$ cat config.mk
export PLATFORM = sky130hd
export DESIGN_NAME = tmr_cc_channel
export DESIGN_NICKNAME = d
export VERILOG_FILES = /design/src/rtl/tmr_cc_pkg.sv /design/src/rtl/cc_pin_sync.sv /design/src/rtl/cc_capture_unit.sv /design/src/rtl/cc_value_reg.sv /design/src/rtl/cc_output_unit.sv /design/src/rtl/tmr_cc_channel.sv
export SDC_FILE = /design/constraint.sdc
export NUM_CORES = 1
export LEC_CHECK = 0
export BUFFER_PORTS_ARGS = -buffer_cell sky130_fd_sc_hd__buf_2
export CORE_ASPECT_RATIO = 2
export CORE_MARGIN = 10
export CORE_UTILIZATION = 45
export CTS_CLUSTER_DIAMETER = 150
export CTS_CLUSTER_SIZE = 40
export DETAILED_ROUTE_END_ITERATION = 10
export PLACE_DENSITY_LB_ADDON = 0.1
export SYNTH_ARGS = -nofsm -noshare
export SYNTH_HDL_FRONTEND = slang
export SYNTH_SLANG_ARGS = --single-unit
$ cat constraint.sdc
create_clock -name clk -period 1.8 [get_ports clk]
set_clock_uncertainty 0.05 [all_clocks]
set_input_delay 0 -clock clk [delete_from_list [all_inputs] [get_ports clk]]
set_output_delay 0 -clock clk [all_outputs]
set_load 0.005 [all_outputs]
$ cat src/rtl/tmr_cc_pkg.sv
package tmr_cc_pkg;

   typedef enum logic [1:0] {
      CC_OFF     = 2'd0,
      CC_CAPTURE = 2'd1,
      CC_COMPARE = 2'd2,
      CC_PWM     = 2'd3
   } cc_mode_e;

   typedef enum logic [1:0] {
      EDGE_RISE = 2'd0,
      EDGE_FALL = 2'd1,
      EDGE_BOTH = 2'd2,
      EDGE_NONE = 2'd3
   } cc_edge_e;

   typedef enum logic [1:0] {
      EV_EVERY     = 2'd0,
      EV_SECOND    = 2'd1,
      EV_RISE_ONLY = 2'd2,
      EV_FALL_ONLY = 2'd3
   } cc_evsel_e;

   typedef enum logic [1:0] {
      ACT_NONE   = 2'd0,
      ACT_TOGGLE = 2'd1,
      ACT_CLEAR  = 2'd2,
      ACT_SET    = 2'd3
   } cc_act_e;

   // Level that results from applying one action to the present level.
   function automatic logic act_apply(cc_act_e a, logic cur);
      logic r;
      case (a)
         ACT_TOGGLE: r = ~cur;
         ACT_CLEAR:  r = 1'b0;
         ACT_SET:    r = 1'b1;
         default:    r = cur;
      endcase
      return r;
   endfunction

endpackage

$ cat src/rtl/cc_pin_sync.sv
module cc_pin_sync #(
   parameter int STAGES = 2
) (
   input  logic clk,
   input  logic rst_n,
   input  logic pin_in,
   output logic rise,
   output logic fall
);
   localparam int LAST = STAGES - 1;

   generate
      if (STAGES < 2) begin : g_stage_chk
         $error("cc_pin_sync: STAGES must be at least 2");
      end
   endgenerate

   logic [LAST:0] chain_q;
   logic          prev_q;

   always_ff @(posedge clk or negedge rst_n) begin
      if (!rst_n) begin
         chain_q <= '0;
         prev_q  <= 1'b0;
      end else begin
         chain_q <= {chain_q[LAST-1:0], pin_in};
         prev_q  <= chain_q[LAST];
      end
   end

   assign rise = chain_q[LAST] & ~prev_q;
   assign fall = ~chain_q[LAST] & prev_q;


   rise_single_chk: assert property (@(posedge clk) disable iff (!rst_n)
      rise |=> !rise);

endmodule

$ cat src/rtl/cc_capture_unit.sv
module cc_capture_unit import tmr_cc_pkg::*; (
   input  logic      clk,
   input  logic      rst_n,
   input  logic      enable,
   input  cc_edge_e  edge_sel,
   input  cc_evsel_e ev_sel,
   input  logic      rise,
   input  logic      fall,
   output logic      cap_load,
   output logic      cap_evt
);
   logic hit;
   logic parity_q;

   always_comb begin
      case (edge_sel)
         EDGE_RISE: hit = rise;
         EDGE_FALL: hit = fall;
         EDGE_BOTH: hit = rise | fall;
         default:   hit = 1'b0;
      endcase
   end

   assign cap_load = enable & hit;

   // Counts captures modulo two since capture mode was entered.
   always_ff @(posedge clk or negedge rst_n) begin
      if (!rst_n)        parity_q <= 1'b0;
      else if (!enable)  parity_q <= 1'b0;
      else if (cap_load) parity_q <= ~parity_q;
   end

   always_comb begin
      case (ev_sel)
         EV_EVERY:     cap_evt = cap_load;
         EV_SECOND:    cap_evt = cap_load & parity_q;
         EV_RISE_ONLY: cap_evt = cap_load & rise;
         default:      cap_evt = cap_load & fall;
      endcase
   end


   second_evt_spacing_chk: assert property (@(posedge clk) disable iff (!rst_n)
      (ev_sel == EV_SECOND && cap_evt) |=> !(ev_sel == EV_SECOND && cap_evt));


   evt_needs_enable_chk: assert property (@(posedge clk) disable iff (!rst_n)
      !enable |-> !cap_evt);

endmodule

$ cat src/rtl/cc_value_reg.sv
module cc_value_reg #(
   parameter int W = 16
) (
   input  logic         clk,
   input  logic         rst_n,
   input  logic         cap_load,
   input  logic [W-1:0] cnt_val,
   input  logic         commit_en,
   input  logic         upd,
   input  logic         buf_wr,
   input  logic [W-1:0] buf_data,
   output logic [W-1:0] val_q
);
   localparam logic [W-1:0] VAL_RST = '0;

   logic [W-1:0] buf_q;
   logic         dirty_q;
   logic         commit;

   assign commit = commit_en & upd & dirty_q;

   always_ff @(posedge clk or negedge rst_n) begin
      if (!rst_n) begin
         val_q   <= VAL_RST;
         buf_q   <= VAL_RST;
         dirty_q <= 1'b0;
      end else begin
         if (cap_load)    val_q <= cnt_val;
         else if (commit) val_q <= buf_q;

         if (buf_wr) buf_q <= buf_data;

         if (buf_wr)                 dirty_q <= 1'b1;
         else if (commit_en && upd)  dirty_q <= 1'b0;
      end
   end


   value_hold_chk: assert property (@(posedge clk) disable iff (!rst_n)
      (!cap_load && !(commit_en && upd)) |=> $stable(val_q));


   capture_load_chk: assert property (@(posedge clk) disable iff (!rst_n)
      cap_load |=> (val_q == $past(cnt_val)));


   fresh_write_pending_chk: assert property (@(posedge clk) disable iff (!rst_n)
      buf_wr |=> dirty_q);

endmodule

$ cat src/rtl/cc_output_unit.sv
module cc_output_unit import tmr_cc_pkg::*; #(
   parameter int W = 16
) (
   input  logic         clk,
   input  logic         rst_n,
   input  cc_mode_e     mode,
   input  logic         run,
   input  logic         ofl,
   input  logic         ufl,
   input  logic [W-1:0] cnt_val,
   input  logic [W-1:0] cmp_val,
   input  cc_act_e      act_ufl,
   input  cc_act_e      act_ofl,
   input  cc_act_e      act_match,
   input  logic         init_lvl,
   output logic         lvl_q,
   output logic         match
);
   logic outmode;
   logic active;
   logic nxt;

   assign outmode = (mode == CC_COMPARE) || (mode == CC_PWM);
   assign active  = outmode & run;
   assign match   = active & (cnt_val == cmp_val);

   always_comb begin
      nxt = lvl_q;
      if (!active) begin
         nxt = init_lvl;
      end else if (mode == CC_PWM) begin
         if (match)    nxt = 1'b0;
         else if (ofl) nxt = 1'b1;
      end else begin
         if (match && act_match != ACT_NONE) nxt = act_apply(act_match, lvl_q);
         else if (ofl)                       nxt = act_apply(act_ofl, lvl_q);
         else if (ufl)                       nxt = act_apply(act_ufl, lvl_q);
      end
   end

   always_ff @(posedge clk or negedge rst_n) begin
      if (!rst_n) lvl_q <= 1'b0;
      else        lvl_q <= nxt;
   end


   stopped_level_chk: assert property (@(posedge clk) disable iff (!rst_n)
      !active |=> (lvl_q == $past(init_lvl)));


   pwm_overflow_set_chk: assert property (@(posedge clk) disable iff (!rst_n)
      (mode == CC_PWM && run && ofl && !match) |=> lvl_q);


   pwm_match_clear_chk: assert property (@(posedge clk) disable iff (!rst_n)
      (mode == CC_PWM && match) |=> !lvl_q);

endmodule

$ cat src/rtl/tmr_cc_channel.sv
module tmr_cc_channel import tmr_cc_pkg::*; #(
   parameter int CNT_W       = 16,
   parameter int SYNC_STAGES = 2
) (
   input  logic             clk,
   input  logic             rst_n,
   input  logic [1:0]       cfg_mode,
   input  logic [1:0]       cfg_edge,
   input  logic [1:0]       cfg_evsel,
   input  logic [1:0]       cfg_act_ufl,
   input  logic [1:0]       cfg_act_ofl,
   input  logic [1:0]       cfg_act_match,
   input  logic             cfg_init_lvl,
   input  logic             cfg_invert,
   input  logic [CNT_W-1:0] cnt_val,
   input  logic             cnt_run,
   input  logic             cnt_ofl,
   input  logic             cnt_ufl,
   input  logic             cnt_upd,
   input  logic             buf_wr,
   input  logic [CNT_W-1:0] buf_data,
   input  logic             pin_in,
   output logic             ch_out,
   output logic [CNT_W-1:0] ch_val,
   output logic             evt_pulse
);
   generate
      if (CNT_W < 2 || CNT_W > 32) begin : g_width_chk
         $error("tmr_cc_channel: CNT_W must lie in 2..32");
      end
   endgenerate

   cc_mode_e mode;
   logic     outmode;
   logic     rise;
   logic     fall;
   logic     cap_load;
   logic     cap_evt;
   logic     lvl_q;
   logic     match;
   logic     evt_q;

   assign mode    = cc_mode_e'(cfg_mode);
   assign outmode = (mode == CC_COMPARE) || (mode == CC_PWM);

   cc_pin_sync #(.STAGES(SYNC_STAGES)) u_sync (
      .clk    (clk),
      .rst_n  (rst_n),
      .pin_in (pin_in),
      .rise   (rise),
      .fall   (fall)
   );

   cc_capture_unit u_cap (
      .clk      (clk),
      .rst_n    (rst_n),
      .enable   (mode == CC_CAPTURE),
      .edge_sel (cc_edge_e'(cfg_edge)),
      .ev_sel   (cc_evsel_e'(cfg_evsel)),
      .rise     (rise),
      .fall     (fall),
      .cap_load (cap_load),
      .cap_evt  (cap_evt)
   );

   cc_value_reg #(.W(CNT_W)) u_val (
      .clk       (clk),
      .rst_n     (rst_n),
      .cap_load  (cap_load),
      .cnt_val   (cnt_val),
      .commit_en (outmode),
      .upd       (cnt_upd),
      .buf_wr    (buf_wr),
      .buf_data  (buf_data),
      .val_q     (ch_val)
   );

   cc_output_unit #(.W(CNT_W)) u_out (
      .clk       (clk),
      .rst_n     (rst_n),
      .mode      (mode),
      .run       (cnt_run),
      .ofl       (cnt_ofl),
      .ufl       (cnt_ufl),
      .cnt_val   (cnt_val),
      .cmp_val   (ch_val),
      .act_ufl   (cc_act_e'(cfg_act_ufl)),
      .act_ofl   (cc_act_e'(cfg_act_ofl)),
      .act_match (cc_act_e'(cfg_act_match)),
      .init_lvl  (cfg_init_lvl),
      .lvl_q     (lvl_q),
      .match     (match)
   );

   always_ff @(posedge clk or negedge rst_n) begin
      if (!rst_n) evt_q <= 1'b0;
      else        evt_q <= cap_evt | match;
   end

   assign evt_pulse = evt_q;
   assign ch_out    = (outmode ? lvl_q : 1'b0) ^ cfg_invert;


   off_quiet_chk: assert property (@(posedge clk) disable iff (!rst_n)
      (mode == CC_OFF) |=> !evt_pulse);


   stopped_no_event_chk: assert property (@(posedge clk) disable iff (!rst_n)
      (!cnt_run && mode != CC_CAPTURE) |=> !evt_pulse);

endmodule

Word-level counts from Yosys, hierarchy flattened
Cells that the tools add are included.
{"block": "totals", "register_bits": 39, "input_bits": 54, "out_inout_bits": 18, "wordCells": 76}
{"block": "op_classes", "n_eq_ne": 23, "mux": 19, "bitwise": 17, "reduce_logical": 9}
{"cell": "16-bit two-way mux", "count": 2}
{"cell": "2-bit == test (second input constant)", "count": 10}
{"cell": "16-bit == test", "count": 1}
{"cell": "1-bit one-hot mux with 3 select lines", "count": 5}
{"cell": "7-bit inequality test (second input constant)", "count": 2}
{"cell": "2-bit by 1-bit == test with 1-bit output (second input constant)", "count": 6}
{"cell": "1-bit two-way mux", "count": 12}
{"cell": "1-bit bitwise AND", "count": 10}
{"cell": "6-bit inequality test (second input constant)", "count": 1}
{"cell": "2-bit nonzero test", "count": 3}
{"cell": "5-bit inequality test (second input constant)", "count": 1}
{"cell": "5-bit AND reduction", "count": 1}
{"cell": "2-bit logical NOT", "count": 2}
{"cell": "4-bit inequality test (second input constant)", "count": 1}
{"cell": "1-bit inverter", "count": 4}
{"cell": "1-bit logical AND", "count": 2}
{"cell": "2-bit inequality test (second input constant)", "count": 1}
{"cell": "1-bit OR", "count": 2}
{"cell": "1-bit logical OR", "count": 1}
{"cell": "1-bit XOR", "count": 1}

Logic depth before layout (Yosys ltp)
{"block": "logic_depth", "depth_word": 8, "mapped_depth": 8, "mapped_depth_nobuf": 7}

By module
A second synthesis with hierarchy kept.
{"block": "hier_totals", "cells_unflattened": 203, "hier_area_um2": 2144.6}
{"module": "cc_value_reg", "instances": 1, "cells_each": 125, "area_per_inst_um2": 1492.7, "seq_area_each_um2": 825.8}
{"module": "cc_output_unit", "instances": 1, "cells_each": 48, "area_per_inst_um2": 350.3, "seq_area_each_um2": 25.0}
{"module": "cc_capture_unit", "instances": 1, "cells_each": 19, "area_per_inst_um2": 155.1, "seq_area_each_um2": 25.0}
{"module": "cc_pin_sync", "instances": 1, "cells_each": 5, "area_per_inst_um2": 90.1, "seq_area_each_um2": 75.1}
{"module": "tmr_cc_channel", "instances": 1, "cells_each": 6, "area_per_inst_um2": 56.3, "seq_area_each_um2": 25.0}

Worst setup path after synthesis
Ideal clock, no wire load.
{"block": "synth_timing", "path_type": "flip-flop to flip-flop", "start": "register u_sync.prev_q", "end": "register u_val.val_q[10]", "setup_time_ps": 124, "t_arrival_ps": 1609, "required_time_ps": 1626, "slack_ps": 17, "stages_incl_launch_ff": 9, "synth_period_minus_slack_ps": 1783, "cell_sequence": "dfrtp_1 -> inv_1 -> ha_1 -> o21a_1 -> a211oi_4 -> nor2_2 -> buf_2 -> nand2_1 -> nand2_1"}
{"block": "synth_between", "elab_chain_cells": 6, "elab_cells_between_ends": 8}
{"item": "from (decl)", "line": "cc_pin_sync.sv:19", "source": "logic prev_q;"}
{"item": "from (signal assigned)", "line": "cc_pin_sync.sv:27", "source": "prev_q <= chain_q[LAST];"}
{"item": "1-bit inverter", "line": "cc_pin_sync.sv:31", "source": "assign rise = chain_q[LAST] & ~prev_q;"}
{"item": "1-bit bitwise AND", "line": "cc_pin_sync.sv:31"}
{"item": "1-bit OR", "line": "cc_capture_unit.sv:19", "source": "EDGE_BOTH: hit = rise | fall;"}
{"item": "1-bit one-hot mux with 3 select lines *", "line": "cc_capture_unit.sv:16", "source": "case (edge_sel)"}
{"item": "1-bit bitwise AND *", "line": "cc_capture_unit.sv:24", "source": "assign cap_load = enable & hit;"}
{"item": "16-bit two-way mux / 2-bit nonzero test (equally long branches)"}
{"item": "to (signal assigned)", "line": "cc_value_reg.sv:28", "source": "if (cap_load) val_q <= cnt_val;"}
{"item": "to (signal assigned)", "line": "cc_value_reg.sv:29", "source": "else if (commit) val_q <= buf_q;"}
{"item": "to (decl)", "line": "cc_value_reg.sv:12", "source": "output logic [W-1:0] val_q"}
Every way passes the cells marked *; elsewhere a longest branch is shown, timed or not.
A chain may end at the register's enable or synchronous reset.

Final worst setup path
{"block": "layout_timing", "start": "register u_val.val_q[6]", "end": "register u_out.lvl_q"}
{"block": "layout_between", "elab_chain_cells": 6, "elab_cells_between_ends": 13}
{"item": "16-bit == test *", "line": "cc_output_unit.sv:25", "source": "assign match = active & (cnt_val == cmp_val);"}
{"item": "1-bit bitwise AND *", "line": "cc_output_unit.sv:25"}
{"item": "parallel branches: the longest is 4 deep, another holds 7-bit inequality test"}
{"item": "to (signal assigned)", "line": "cc_output_unit.sv:43", "source": "else lvl_q <= nxt;"}
{"item": "to (decl)", "line": "cc_output_unit.sv:16", "source": "output logic lvl_q,"}
Every way passes the cells marked *.

==> results <==
- The floorplan die area is between 7000 and 8000 um2.
- After synthesis the cells add up to between 2000 and 2500 um2.
- The number of global-route vias before repair is between 2000 and 2500.
- The routed design could run at a clock period as short as between 1.5 and 2 ns.
- Ranked by total cell area, the synthesized netlist is headed by sky130_fd_sc_hd__dfrtp_1 (47%), sky130_fd_sc_hd__mux2_2 (8.7%), sky130_fd_sc_hd__nand2_1 (6.9%).
- The total inserted antenna cells is 0.
- STA classifies the critical path startpoint as a flop.
- Timing would allow up to roughly 0.57 GHz.
- The flow ran to the end, and the final reports show no timing, DRC or antenna violations.
- The detailed-route via count is 1848.
- The share of total power dissipated in the clock network is 0.253.
- The fill cell total of the finished layout is 355.
- In the layout the commonest cells are sky130_fd_sc_hd__buf_2 (71), sky130_fd_sc_hd__dfrtp_1 (39), sky130_fd_sc_hd__nand2_1 (38).
- Setup repair after global routing could not meet its margin everywhere.
- The total area inside the core boundary comes to around 4400 um2.
- The share of async-settable or async-resettable flops after synthesis is 1.000.
- At the worst endpoint, the arrival time is approximately 1.9 ns.
- The total track usage is 0.1549.
- At the pin with the least slew margin, the transition time is between 0.4 and 0.5 ns.
- The clock passes through at most 2 buffers.
- The post-synthesis cell type count is 39.
- Measured on the finished design, the core utilization comes to 0.6862.
- The remaining routing DRC violations is 0.
- The final wirelength is about 5800 um.
- For the worst-skew pair, the clock arrives at the later sink with an insertion delay of about 0.29 ns.
- In this run the tightest slew margin relative to its limit is 0.6988.
- The number of clock sinks seen by CTS is 39.
- The number of max-cap violations is 0.
- The net count of the finished layout is about 380.
- Row generation in the floorplan step produced 34 rows.
- The most instantiated flip-flop cell in the synthesis netlist is sky130_fd_sc_hd__dfrtp_1.
- The maximum level of the CTS H-tree is 2.
- The count of endpoints failing hold in the final timing report is 0.
- After detailed routing, the average wire length per cell comes to approximately 16 um.
- The number of warning messages in the yosys log is 0.
- Of all cell types, the one taking the most synthesized area is sky130_fd_sc_hd__dfrtp_1.
- Input and output buffers added on the ports amount to slightly above 70.
- The count of routing violations after the opening detailed-route iteration is 71.
- The global placer's final weighted congestion is 0.8184.
- around 70 I/O pins were placed.
- The required time at the worst-slack endpoint is roughly 1.9 ns.
- The detail route stage leaves a number of antenna-violating nets equal to 0.
- The post-route fraction of the period consumed by the critical path is 0.9765.
- The number of iterations in the first detailed-routing pass is 4.
- Measured along the y axis, the die boundary spans 115.8 um.
- The number of nets produced by synthesis is 260.
- The synthesis-to-finish area growth is 45.55%.
- The reported leakage power is 1.507 nW.
- The via density per instance is between 5 and 6.
- The min-delay analysis places its worst path in the category in -> reg.
- The share of synthesized area in the top cell type comes to 0.4724.
- The initial utilization of the core area, before any placement, comes to 0.4714.
- The initial antenna violation count is 0.
- Setup total negative slack on the finished layout was measured at 0 ns.
- The clock buffer count from CTS is 5.
- VDD sags by at most 0.6351 mV.
- The ratio of cells with drive above 1 in the final layout is 0.3535.
- The switching part of the total power is 0.2985.
- The cell-internal power is roughly 1.6 mW.
- Of the total power, combinational logic draws 0.261.
- The root buffer cell chosen for the clock tree is sky130_fd_sc_hd__clkbuf_8.
- The commonest non-fill, non-tap cell in the layout is sky130_fd_sc_hd__buf_2.
- The share of total power dissipated in sequential elements is 0.485.
- Setup violations remaining at the end of the flow were counted as 0.
- Clock-pin slew was measured on the worst setup and hold paths at 0.07 ns.
- The die width is 67.91 um.
- STA classifies the critical path endpoint as a flop.
- The largest net degree at the start of global routing is 21.
- The share of synthesized area occupied by flip-flops and latches is 0.4724.
- The flip-flop and latch count after synthesis is 39.
- The total overflow left after global routing is 0.
- By startpoint and endpoint, the worst setup path is classified as reg -> reg.
- A synthesized cell averages roughly 10 um2.
- Synthesis produced a netlist whose cell count is just under 200.
- The CTS tree is done.
- Counting flops with a built-in enable in the synthesized netlist gives 0.
- In this run the worst path has a maximum fanout of 3.
- Power spread over the standard cell area amounts to 747.3 nW/um2.
- The first global-routing pass estimated about 9600 um of wire.
- The final max-slew violation count came to 0.
- The reported net switching power is roughly 0.67 mW.
- Detailed placement finished with a half-perimeter wire length of between 4000 and 5000 um.
-- cell usage after synthesis, types with 2 or more instances --
cell                        n
sky130_fd_sc_hd__nand2_1   38
sky130_fd_sc_hd__mux2_2    16
sky130_fd_sc_hd__a22oi_1   17
sky130_fd_sc_hd__nor3_1     2
sky130_fd_sc_hd__dfrtp_1   39
sky130_fd_sc_hd__xnor2_1    6
sky130_fd_sc_hd__a21oi_1    4
sky130_fd_sc_hd__o21ai_0    3
sky130_fd_sc_hd__ha_1       9
sky130_fd_sc_hd__xor2_1    12
sky130_fd_sc_hd__nor2b_1    2
sky130_fd_sc_hd__mux2i_1    2
sky130_fd_sc_hd__clkbuf_1   3
sky130_fd_sc_hd__nand2b_1   3
sky130_fd_sc_hd__inv_1      8
sky130_fd_sc_hd__nor2_1     6
sky130_fd_sc_hd__o211ai_1   2
sky130_fd_sc_hd__nor4_1     2
sky130_fd_sc_hd__buf_2      2
sky130_fd_sc_hd__and2_1     2
-- routing by layer --
metal  up-vias  share of wire  global-route usage
met2        53           0.54              0.2716
met5         -              0                   0
met3         7          0.083             0.05513
li1        922              -                   -
met1       866           0.37              0.1660
met4         0          0.012             0.04858
-- power groups by stage --
stage	Sequential, mW	Combinational [mW]	Clock [mW]
5_1_grt	1.11	0.664	0.623
3_3_place_gp	1.11	0.502	0
4_1_cts	1.09	0.581	0.586
3_5_place_dp	1.11	0.512	0
2_1_floorplan	1.10	0.263	0
6_report	1.09	0.588	0.569
-- timing repair --
item	CTS	global route
setup buffers	0	1
hold endpoints to repair	73	0
resized for setup	2	3
pin swaps	1	3
endpoints found under the setup margin	17	18
hold buffers	36	0
-- stage by stage --
stage          hold WS [ns]  power [mW]  cells  instance area, um2  setup WS, ns
2_1_floorplan       -0.3456       1.361    197                2066       0.01726
3_3_place_gp       -0.08011       1.607    323                2516      -0.06914
3_5_place_dp       -0.08027       1.621    323                2516      -0.05450
4_1_cts             0.04648       2.259    367                2972      0.008122
5_1_grt             0.06073       2.397    368                3007      -0.04006
6_report            0.04983       2.247    368                3007       0.04224
-- sequential cells by signal, indices dropped and copies added, names as in the netlist --
name / cells
u_cap.parity_q: 1
u_val.val_q: 16
u_sync.chain_q: 2
u_val.buf_q: 16
u_val.dirty_q: 1
u_sync.prev_q: 1
evt_pulse: 1
u_out.lvl_q: 1
-- critical path, cell delays in order (launching register included) --
cell                      delay [ns]
sky130_fd_sc_hd__dfrtp_1        0.40
sky130_fd_sc_hd__xor2_1         0.16
sky130_fd_sc_hd__nor4_2         0.32
sky130_fd_sc_hd__nand3_1        0.13
sky130_fd_sc_hd__or4_4          0.45
sky130_fd_sc_hd__mux2i_1        0.13
-- final cells by class --
| class | instances | area, um2 | area share |
|---|---|---|---|
| Multi-Input combinational cell | 144 | 1057 | 0.3516 |
| Timing Repair Buffer | 115 | 792.0 | 0.2634 |
| Tap cell | 54 | 67.56 | 0.02247 |
| Inverter | 8 | 30.03 | 0.009988 |
| Clock buffer | 5 | 68.82 | 0.02289 |
| Sequential cell | 39 | 975.9 | 0.3246 |
| Clock inverter | 3 | 15.01 | 0.004994 |
-- final timing paths --
| kind | startpoint | endpoint | cells after the start | slack, ns |
|---|---|---|---|---|
| max | u_val.val_q[6]$_DFFE_PN0P_ | u_out.lvl_q$_DFFE_PN0P_ | 5 | 0.04 |
| min | cfg_init_lvl | u_out.lvl_q$_DFFE_PN0P_ | 4 | 0.05 |
| max reg2reg | u_val.val_q[6]$_DFFE_PN0P_ | u_out.lvl_q$_DFFE_PN0P_ | 5 | 0.04 |
| min reg2reg | u_sync.chain_q[0]$_DFF_PN0_ | u_sync.chain_q[1]$_DFF_PN0_ | 0 | 0.30 |
| max in group asynchronous | rst_n | u_val.val_q[13]$_DFFE_PN0P_ | 3 | 1.04 |
| min in group asynchronous | rst_n | u_val.buf_q[9]$_DFFE_PN0P_ | 2 | 0.14 |
-- kinds of logic after synthesis --
| kind of cell | count (synthesis) | share of synthesized area |
|---|---|---|
| AO/OA/AOI/OAI | 37 | 0.1363 |
| flip-flops | 39 | 0.4724 |
| buffers and inverters | 14 | 0.02665 |
| XOR/XNOR | 18 | 0.07632 |
| AND/OR/NAND/NOR | 62 | 0.1369 |
| adder cells (fa/ha/maj) | 9 | 0.05451 |
| multiplexers | 18 | 0.09691 |
No activity file was read; power rests on OpenSTA's default activity.
